<file path="src/rtl/blkacc_pkg.sv">
package blkacc_pkg;
  localparam int OP_W  = 2;
  localparam int SEL_W = 2;
  localparam int CNT_W = 12;
  localparam int CMD_W = OP_W + SEL_W + CNT_W;

  typedef enum logic [OP_W-1:0] {
    OP_NOP     = 2'd0,
    OP_WAIT_IN = 2'd1,
    OP_COMPUTE = 2'd2,
    OP_SYNC    = 2'd3
  } op_e;

  typedef struct packed {
    op_e              op;
    logic [SEL_W-1:0] sel;
    logic [CNT_W-1:0] cnt;
  } cmd_t;

  typedef enum logic [1:0] {
    ST_IDLE = 2'd0,
    ST_WAIT = 2'd1,
    ST_COMP = 2'd2
  } seq_st_e;
endpackage

</file>
<file path="src/rtl/blkacc_cmd_fifo.sv">
module blkacc_cmd_fifo #(
  parameter int DEPTH = 4,
  parameter int W     = 16
) (
  input  logic         clk,
  input  logic         rst,
  input  logic         wr_valid,
  input  logic [W-1:0] wr_data,
  input  logic         pop,
  output logic [W-1:0] head,
  output logic         empty,
  output logic         full,
  output logic         ovf
);
  localparam int AW = (DEPTH > 1) ? $clog2(DEPTH) : 1;

  logic [W-1:0] mem [DEPTH];
  logic [AW-1:0] wp, rp;
  logic [AW:0]   cnt;
  logic          accept;

  assign full   = (cnt == (AW+1)'(DEPTH));
  assign empty  = (cnt == '0);
  assign accept = wr_valid && !full;
  assign head   = mem[rp];

  always_ff @(posedge clk) begin
    if (accept) mem[wp] <= wr_data;
  end

  always_ff @(posedge clk) begin
    if (rst) begin
      wp  <= '0;
      rp  <= '0;
      cnt <= '0;
      ovf <= 1'b0;
    end else begin
      if (accept) wp <= (wp == AW'(DEPTH-1)) ? '0 : wp + AW'(1);
      if (pop)    rp <= (rp == AW'(DEPTH-1)) ? '0 : rp + AW'(1);
      case ({accept, pop})
        2'b10:   cnt <= cnt + (AW+1)'(1);
        2'b01:   cnt <= cnt - (AW+1)'(1);
        default: cnt <= cnt;
      endcase
      if (wr_valid && full) ovf <= 1'b1;
    end
  end
endmodule

</file>
<file path="src/rtl/blkacc_bank_buf.sv">
module blkacc_bank_buf #(
  parameter int NBANK = 2,
  parameter int AW    = 6,
  parameter int DW    = 16
) (
  input  logic                     clk,
  input  logic                     wr_en,
  input  logic [$clog2(NBANK)-1:0] wr_bank,
  input  logic [AW-1:0]            wr_addr,
  input  logic [DW-1:0]            wr_data,
  input  logic                     rd_en,
  input  logic [$clog2(NBANK)-1:0] rd_bank,
  input  logic [AW-1:0]            rd_addr,
  output logic [DW-1:0]            rd_data
);
  localparam int BW    = $clog2(NBANK);
  localparam int WORDS = 2 ** (BW + AW);

  logic [DW-1:0] mem [WORDS];

  always_ff @(posedge clk) begin
    if (wr_en) mem[{wr_bank, wr_addr}] <= wr_data;
  end

  always_ff @(posedge clk) begin
    if (rd_en) rd_data <= mem[{rd_bank, rd_addr}];
  end
endmodule

</file>
<file path="src/rtl/blkacc_seq_ctrl.sv">
module blkacc_seq_ctrl
  import blkacc_pkg::*;
#(
  parameter int NBANK = 2
) (
  input  logic                     clk,
  input  logic                     rst,
  input  cmd_t                     head,
  input  logic                     q_empty,
  output logic                     pop,
  input  logic                     in_done,
  input  logic [$clog2(NBANK)-1:0] in_bank,
  output logic                     busy,
  output logic [$clog2(NBANK)-1:0] comp_bank,
  output logic [2**SEL_W-1:0]      sync_out,
  output logic                     exec_idle
);
  localparam int BW    = $clog2(NBANK);
  localparam int NSYNC = 2 ** SEL_W;

  seq_st_e          st;
  logic [CNT_W-1:0] ctr;
  logic [BW-1:0]    cur_bank;
  logic [NSYNC-1:0] sync_q;
  logic [NBANK-1:0] done_flag;
  logic             consume;

  assign pop     = (st == ST_IDLE) && !q_empty;
  assign consume = (st == ST_WAIT) && done_flag[cur_bank];

  for (genvar b = 0; b < NBANK; b++) begin : g_flag
    logic flg;
    always_ff @(posedge clk) begin
      if (rst)
        flg <= 1'b0;
      else if (in_done && in_bank == BW'(b))
        flg <= 1'b1;
      else if (consume && cur_bank == BW'(b))
        flg <= 1'b0;
    end
    assign done_flag[b] = flg;
  end

  always_ff @(posedge clk) begin
    if (rst) begin
      st       <= ST_IDLE;
      ctr      <= '0;
      cur_bank <= '0;
      sync_q   <= '0;
    end else begin
      sync_q <= '0;
      case (st)
        ST_IDLE: begin
          if (pop) begin
            cur_bank <= head.sel[BW-1:0];
            case (head.op)
              OP_WAIT_IN: st <= ST_WAIT;
              OP_COMPUTE: begin
                if (head.cnt != '0) begin
                  st  <= ST_COMP;
                  ctr <= head.cnt;
                end
              end
              OP_SYNC:    sync_q[head.sel] <= 1'b1;
              default:    ;
            endcase
          end
        end
        ST_WAIT: begin
          if (consume) st <= ST_IDLE;
        end
        ST_COMP: begin
          ctr <= ctr - CNT_W'(1);
          if (ctr == CNT_W'(1)) st <= ST_IDLE;
        end
        default: st <= ST_IDLE;
      endcase
    end
  end

  assign busy      = (st == ST_COMP);
  assign comp_bank = cur_bank;
  assign sync_out  = sync_q;
  assign exec_idle = (st == ST_IDLE);
endmodule

</file>
<file path="src/rtl/blkacc_cmd_seq.sv">
module blkacc_cmd_seq
  import blkacc_pkg::*;
#(
  parameter int QDEPTH = 4,
  parameter int NBANK  = 2,
  parameter int BUF_AW = 6,
  parameter int DW     = 16
) (
  input  logic                     clk,
  input  logic                     rst,
  input  logic                     cmd_valid,
  input  logic [CMD_W-1:0]         cmd_data,
  output logic                     cmd_full,
  output logic                     overflow,
  input  logic                     in_done,
  input  logic [$clog2(NBANK)-1:0] in_bank,
  input  logic                     buf_wr_en,
  input  logic [$clog2(NBANK)-1:0] buf_wr_bank,
  input  logic [BUF_AW-1:0]        buf_wr_addr,
  input  logic [DW-1:0]            buf_wr_data,
  input  logic                     buf_rd_en,
  input  logic [$clog2(NBANK)-1:0] buf_rd_bank,
  input  logic [BUF_AW-1:0]        buf_rd_addr,
  output logic [DW-1:0]            buf_rd_data,
  output logic                     busy,
  output logic [$clog2(NBANK)-1:0] comp_bank,
  output logic [2**SEL_W-1:0]      sync_out,
  output logic                     idle
);
  logic [CMD_W-1:0] head_w;
  logic             q_empty, pop, exec_idle;

  blkacc_cmd_fifo #(.DEPTH(QDEPTH), .W(CMD_W)) u_fifo (
    .clk(clk), .rst(rst), .wr_valid(cmd_valid), .wr_data(cmd_data),
    .pop(pop), .head(head_w), .empty(q_empty), .full(cmd_full), .ovf(overflow)
  );

  blkacc_seq_ctrl #(.NBANK(NBANK)) u_ctrl (
    .clk(clk), .rst(rst), .head(cmd_t'(head_w)), .q_empty(q_empty), .pop(pop),
    .in_done(in_done), .in_bank(in_bank), .busy(busy), .comp_bank(comp_bank),
    .sync_out(sync_out), .exec_idle(exec_idle)
  );

  blkacc_bank_buf #(.NBANK(NBANK), .AW(BUF_AW), .DW(DW)) u_buf (
    .clk(clk), .wr_en(buf_wr_en), .wr_bank(buf_wr_bank), .wr_addr(buf_wr_addr),
    .wr_data(buf_wr_data), .rd_en(buf_rd_en), .rd_bank(buf_rd_bank),
    .rd_addr(buf_rd_addr), .rd_data(buf_rd_data)
  );

  assign idle = q_empty && exec_idle;
endmodule

</file>
<file path="config.mk">
export PLATFORM = sky130hd
export DESIGN_NAME = blkacc_cmd_seq
export DESIGN_NICKNAME = d
export VERILOG_FILES = /design/src/rtl/blkacc_pkg.sv /design/src/rtl/blkacc_cmd_fifo.sv /design/src/rtl/blkacc_bank_buf.sv /design/src/rtl/blkacc_seq_ctrl.sv /design/src/rtl/blkacc_cmd_seq.sv
export SDC_FILE = /design/constraint.sdc
export NUM_CORES = 2
export LEC_CHECK = 0
export BUFFER_PORTS_ARGS = -buffer_cell sky130_fd_sc_hd__buf_2
export CORE_ASPECT_RATIO = 1.4
export CORE_UTILIZATION = 60
export DETAILED_ROUTE_END_ITERATION = 10
export GPL_TIMING_DRIVEN = 0
export PLACE_DENSITY = 0.76
export SETUP_SLACK_MARGIN = 0.3
export SKIP_LAST_GASP = 1
export SLEW_MARGIN = 20
export SYNTH_ARGS = -nofsm -noshare
export SYNTH_HDL_FRONTEND = slang
export SYNTH_SLANG_ARGS = --single-unit
</file>
<file path="constraint.sdc">
create_clock -name clk -period 3.7 [get_ports clk]
set_input_delay 0.185 -clock clk [delete_from_list [all_inputs] [get_ports clk]]
set_output_delay 0.185 -clock clk [all_outputs]
set_load 0.03 [all_outputs]
</file>
After elaboration in Yosys (flattened, before gate mapping)

Memory sizes are Yosys's and may differ from the RTL's. A register that Yosys moved wholly into a read port is not among the register bits.
Cells that the tools add are included.

Register bits: 29
Memory bits (writable): 2112
Output and inout port bits: 25
Word-level logic and storage cells: 93
Memories kept: 2

Memory list:

| memory     | words | width | read ports | clocked after memory_dff | wr ports | line                  | text |
|---|---|---|---|---|---|---|---|
| u_buf.mem  | 128   | 16    | 1          | 1                        | 1        | blkacc_bank_buf.sv:19 | `logic [DW-1:0] mem [WORDS];` |
| u_fifo.mem | 4     | 16    | 1          | 1                        | 1        | blkacc_cmd_fifo.sv:17 | `logic [W-1:0] mem [DEPTH];` |

Add/sub/neg operators: 5
Order comparisons: 3
Equal/unequal tests: 18
Mux-type cells: 27
Bitwise logic cells: 5
Reductions and logical operators: 23

Operator list:

| operator              | count |
|---|---|
| $mux 12               | 3 |
| $pmux 12 s2           | 1 |
| $mux 2                | 8 |
| $eq 12x1->1 const B   | 1 |
| $eq 2x2->1 const B    | 6 |
| $reduce_bool 12->1    | 1 |
| $sub 12x1->12 const B | 1 |
| $mux 1                | 11 |
| $logic_and 1x1->1     | 10 |
| $ne 2x1->1 const B    | 5 |
| $reduce_bool 2->1     | 4 |
| $eq 2x1->1 const B    | 3 |
| $pmux 2 s3            | 1 |
| $pmux 3 s2            | 1 |
| $not 1->1             | 5 |
| $reduce_and 5->1      | 1 |
| $add 2x1->2 const B   | 2 |
| $pmux 2 s2            | 1 |
| $reduce_and 4->1      | 1 |
| $reduce_or 4->1       | 1 |
| $add 3x1->3 const B   | 1 |
| $eq 3x3->1 const B    | 1 |
| $logic_not 3->1       | 1 |
| $lt 2x3->1 const B    | 1 |
| other kinds (9)       | 10 |

Longest topological paths before layout

Word-level depth: 6
Depth in mapped cells: 10
Mapped depth without buffers: 9

By module

Synthesis repeated with hierarchy kept, for this count alone.

Cell total of the unflattened synthesis: 3382
Area, all modules: 82828.2 µm²

Modules (own cells, without submodules):

| module          | times used | cells an instance | area an instance (µm²) | sequential area each (µm²) |
|---|---|---|---|---|
| blkacc_bank_buf | 1          | 3086              | 78683.0                | 61979.4 |
| blkacc_cmd_fifo | 1          | 140               | 2829.0                 | 2122.0 |
| blkacc_seq_ctrl | 1          | 155               | 1310.0                 | 420.4 |
| blkacc_cmd_seq  | 1          | 1                 | 6.3                    | 0.0 |

Least setup slack after synthesis

No wires, ideal clock.

Path kind: register to register
From: reg u_fifo.cnt[2]
To: reg u_fifo.cnt[2]
Setup time: 70 ps
Arrival: 2706 ps
Required time: 3630 ps
Slack: 923 ps
Cell stages (with the launch flop): 10
Period minus slack after synthesis: 2777 ps
Cell sequence: dfxtp_1 nor3b_1 nor2b_1 inv_1 ha_1 inv_1 fa_1 xor2_1 or3_1 a21oi_1

Word-level cells in the longest chain between the ends: 5
Elaborated cells on any way between the ends: 12

Ends and longest elaborated chain:

| item                                            | line                  | text |
|---|---|---|
| from (decl)                                     | blkacc_cmd_fifo.sv:19 | `logic [AW:0] cnt;` |
| from (signal assigned)                          | blkacc_cmd_fifo.sv:41 | `2'b10: cnt <= cnt + (AW+1)'(1);` |
| from (signal assigned)                          | blkacc_cmd_fifo.sv:42 | `2'b01: cnt <= cnt - (AW+1)'(1);` |
| from (signal assigned)                          | blkacc_cmd_fifo.sv:43 | `default: cnt <= cnt;` |
| $eq 3x3->1 (*)                                  | blkacc_cmd_fifo.sv:22 | `assign full = (cnt == (AW+1)'(DEPTH));` |
| via cmd_full                                    | blkacc_cmd_seq.sv:13  | `output logic cmd_full,` |
| $logic_not 1->1 (*)                             | blkacc_cmd_fifo.sv:24 | `assign accept = wr_valid && !full;` |
| $logic_and 1x1->1 (*)                           | blkacc_cmd_fifo.sv:24 |  |
| $eq 2x1->1 or $eq 2x2->1 (tied branches)        | blkacc_cmd_fifo.sv:40 | `case ({accept, pop})` |
| $pmux 3 s2 or $reduce_bool 2->1 (tied branches) | -                     |  |

The timed path passes the listed nets; every way through them passes the cells marked *.
A chain may end at the register's enable or synchronous reset.

==> results.md <==
• input pin to flip-flop — Hold Crit Class
• 3959 — Net Count, Synth
• 144000 um — placed wire-length estimate after detailed placement
• 43476 — routed vias
• 8 — 1st-pass router iterations
• 316 um — Horiz. Die Dim
• 257 MHz — upper clock frequency limit
• 2159 — flip-flop and latch count after synthesis
• 0 — remaining routing DRC violations
• 4399 — number of nets in the layout
• 2128 — EDFF count, synth
• input pin to flip-flop — Setup CP Type
• flip-flop — type of destination of the critical path
• 0.281 — proportion of layout cells with a drive suffix above 1
• 72 — count of buffers from port buffering
• 34.6 um — WL/cell
• sky130_fd_sc_hd__edfxtp_1 — library cell with the highest instance count after synthesis
• 0.07 ns — CTS clk-pin slew, worst paths
• 2128 x sky130_fd_sc_hd__edfxtp_1, 525 x sky130_fd_sc_hd__mux4_2, 459 x sky130_fd_sc_hd__nor3_1 — commonest cells in the netlist
• 0.0502 W — post-route total power
• 12 — initial antenna violation count
• 186 — Inserted Clock Buffers
• 0.140 mm^2 — Die Area
• 43144 — vias in the first global route
• 0.480 mV — maximum vdd ir drop
• 60 — count of unique library cells instantiated by Yosys
• 161 — row count
• -0.195 ns — post-route worst setup slack
• 0.0830 mm^2 — Post-Synthesis Cell Area
• 0.316 — total track usage
• sky130_fd_sc_hd__edfxtp_1 77%, sky130_fd_sc_hd__mux4_2 14%, sky130_fd_sc_hd__nor3_1 2.8% — Synth area leaders
• 3 — maximum clock path buffer count
• 13.9% — Layout area overhead
• 1.05 — crit share post-route
• 0 — post-CTS setup repair buffer count
• 2159 — Sinks on Clock Net
• 1 — count of final setup violators
• input pin — nature of the critical path startpoint
• 3897 — instance count of the mapped netlist
• 5982 — DRC violation total after the first TritonRoute iteration
• 218000 um — detailed-route wire length
• 442 um — die boundary height
• 0.979 — final estimated routing congestion in global placement
• 0 — number of nets with antenna violations after detailed routing
• 0 — gr ovfl total
• 10 — worst-path fanout max
• 0 — Syn. warnings
• 5904 — instance count after placement with tap cells included
• 21.3 um^2 — syn avg cell area
• 1.41 ns — slew of the pin with the lowest slew margin
• 0.777 — sequential share of the synthesized area
• 0 — max-cap check violation count
• 0.604 — Initial Utilization
• 4.40 ns — required time of the critical path
• 0 — share of async-settable or async-resettable flops after synthesis
• 4.60 ns — crit path DAT
• yes — clock tree from TritonCTS
• 530 mW/mm^2 — total power per unit cell area
• 29.1 nW — Lkg Pwr
• finished, violations left — run status
• 0.769 — share of the synthesized area in the top cell type
• sky130_fd_sc_hd__edfxtp_1 — prevailing post-synth register cell
• 0.688 — final design utilization
• 78 — I/O Pins
• 0.75 ns — r2r setup slk
• 0.137 mm^2 — placeable core region
• 0.0378 ns — Post-Route Skew
• 0.0925 ns — hold_ws
• 307000 um — global-route wire length before repair
• 0.0504 — relative slew slack
• sky130_fd_sc_hd__edfxtp_1 — biggest area consumer among synthesized cells
• sky130_fd_sc_hd__clkbuf_16 — CTS root buf
• 0 — max-slew violation count
• 0.85 ns — insertion delay to the later sink of the worst-skew pair
• 0 — final hold vios
• 8072 — filler instances
• 4 — Max H-tree Level
• 6.91 — via-per-instance ratio
• 6295 — number of cells in the finished layout apart from fillers
• 3.89 ns — final worst path period need
• false — setup repair after global routing missed its margin
• 93 — maximum number of pins on one net before global-route repair
• setup timing — failing checks
==> area by class of cell <==
| class | instances | area [um^2] | share of cell area |
|---|---|---|---|
| sequential | 2159 | 64500 | 0.682 |
| antenna | 10 | 25.0 | 0.000265 |
| inverter | 14 | 52.6 | 0.000556 |
| timing repair buffer | 252 | 2890 | 0.0305 |
| tap | 1793 | 2240 | 0.0237 |
| clock buffer | 231 | 4820 | 0.0510 |
| buffer | 237 | 1370 | 0.0145 |
| clock inverter | 112 | 1170 | 0.0124 |
| multi-input combinational | 1487 | 17500 | 0.185 |
==> cell families after synthesis <==
| logic type | count (synthesis) | share of synthesized area |
|---|---|---|
| compound gates | 95 | 0.00735 |
| xor+xnor | 4 | 0.000422 |
| fa+ha+maj | 9 | 0.00145 |
| buf+inv | 251 | 0.0170 |
| flops | 2159 | 0.777 |
| mux | 532 | 0.144 |
| simple gates | 847 | 0.0527 |
==> final timing paths <==
check | start | end | depth (start not counted)
worst max register to register | u_buf.mem[72][2] | u_buf.rd_data[2] | 5
worst min-delay path | buf_wr_addr[0] | u_buf.mem[93][0] | 4
worst max-delay path | buf_rd_addr[3] | u_buf.rd_data[2] | 8
worst min register to register | u_fifo.ovf | u_fifo.ovf | 2
==> flip-flops by register name (all words and copies together), names as in the netlist, named ones only <==
signal             cells
u_ctrl.ctr            12
u_ctrl.st              2
u_fifo.rp              2
u_fifo.mem            64
u_buf.rd_data         16
u_fifo.cnt             3
u_buf.mem           2048
u_ctrl.sync_out        4
u_fifo.wp              2
u_ctrl.comp_bank       1
u_ctrl.g_flag.flg      2
u_fifo.ovf             1
==> what timing repair did <==
| action | CTS | global route |
|---|---|---|
| hold buffers | 38 | 0 |
| gates resized for setup | 0 | 0 |
| hold endpoints to repair | 952 | 0 |
==> metrics by stage <==
stage	setup WS (ns)	instance area [um^2]	setup TNS, ns
global placement	-0.521	85700	-150.25
finish	-0.195	94600	-0.195
CTS	0.388	94500	0
detailed placement	-0.481	88200	-4.16
global route	0.309	94600	0
floorplan	0.923	83000	0
==> critical path, cell delays in order <==
cell and delay, ns:
sky130_fd_sc_hd__buf_2 0.12, sky130_fd_sc_hd__nand2_1 0.23, sky130_fd_sc_hd__clkbuf_1 0.74, sky130_fd_sc_hd__clkbuf_1 0.99, sky130_fd_sc_hd__nor3_1 0.22, sky130_fd_sc_hd__nor4_1 1.12
sky130_fd_sc_hd__nand4_1 0.55, sky130_fd_sc_hd__and4b_1 0.42
==> power by group <==
group          internal (W)  switching [W]  leakage, nW  total, W
Combinational       0.00123        0.00222         6.75   0.00345
Clock                0.0107        0.00872         2.91    0.0194
Sequential           0.0271       0.000157         19.4    0.0273
==> layout by cell type (no fill, tap or decap), types with 7 or more instances in the layout <==
master / count
sky130_fd_sc_hd__inv_6: 7
sky130_fd_sc_hd__or2_2: 8
sky130_fd_sc_hd__buf_8: 53
sky130_fd_sc_hd__nand2_1: 28
sky130_fd_sc_hd__buf_4: 39
sky130_fd_sc_hd__clkbuf_16: 186
sky130_fd_sc_hd__dfxtp_1: 31
sky130_fd_sc_hd__nor4_2: 7
sky130_fd_sc_hd__inv_1: 14
sky130_fd_sc_hd__nor3_1: 457
sky130_fd_sc_hd__nor2_2: 125
sky130_fd_sc_hd__nand4_1: 21
sky130_fd_sc_hd__buf_1: 15
sky130_fd_sc_hd__nand2b_1: 12
sky130_fd_sc_hd__a21oi_1: 17
sky130_fd_sc_hd__nand3_1: 22
sky130_fd_sc_hd__nor2_1: 20
sky130_fd_sc_hd__mux4_2: 525
sky130_fd_sc_hd__nor2b_1: 12
sky130_fd_sc_hd__nor4_1: 77
sky130_fd_sc_hd__ha_1: 8
sky130_fd_sc_hd__dlygate4sd3_1: 38
sky130_fd_sc_hd__buf_2: 99
sky130_fd_sc_hd__o22ai_1: 48
sky130_fd_sc_hd__buf_6: 112
sky130_fd_sc_hd__buf_16: 16
sky130_fd_sc_hd__clkinv_1: 41
sky130_fd_sc_hd__or4_1: 16
sky130_fd_sc_hd__diode_2: 10
sky130_fd_sc_hd__clkinv_2: 29
sky130_fd_sc_hd__edfxtp_1: 2128
sky130_fd_sc_hd__clkbuf_2: 9
sky130_fd_sc_hd__and4b_1: 16
sky130_fd_sc_hd__clkbuf_1: 147
sky130_fd_sc_hd__bufinv_16: 20
==> routing by layer <==
layer  GRT usage  vias to the layer above  part of all wire
met5           0                        -           0.00022
met4       0.212                        8             0.080
met3      0.0641                      643             0.098
met2       0.507                     3022              0.49
met1       0.389                    22488              0.33
li1            -                    17315                 -
Power figures use the tool's default switching activity.
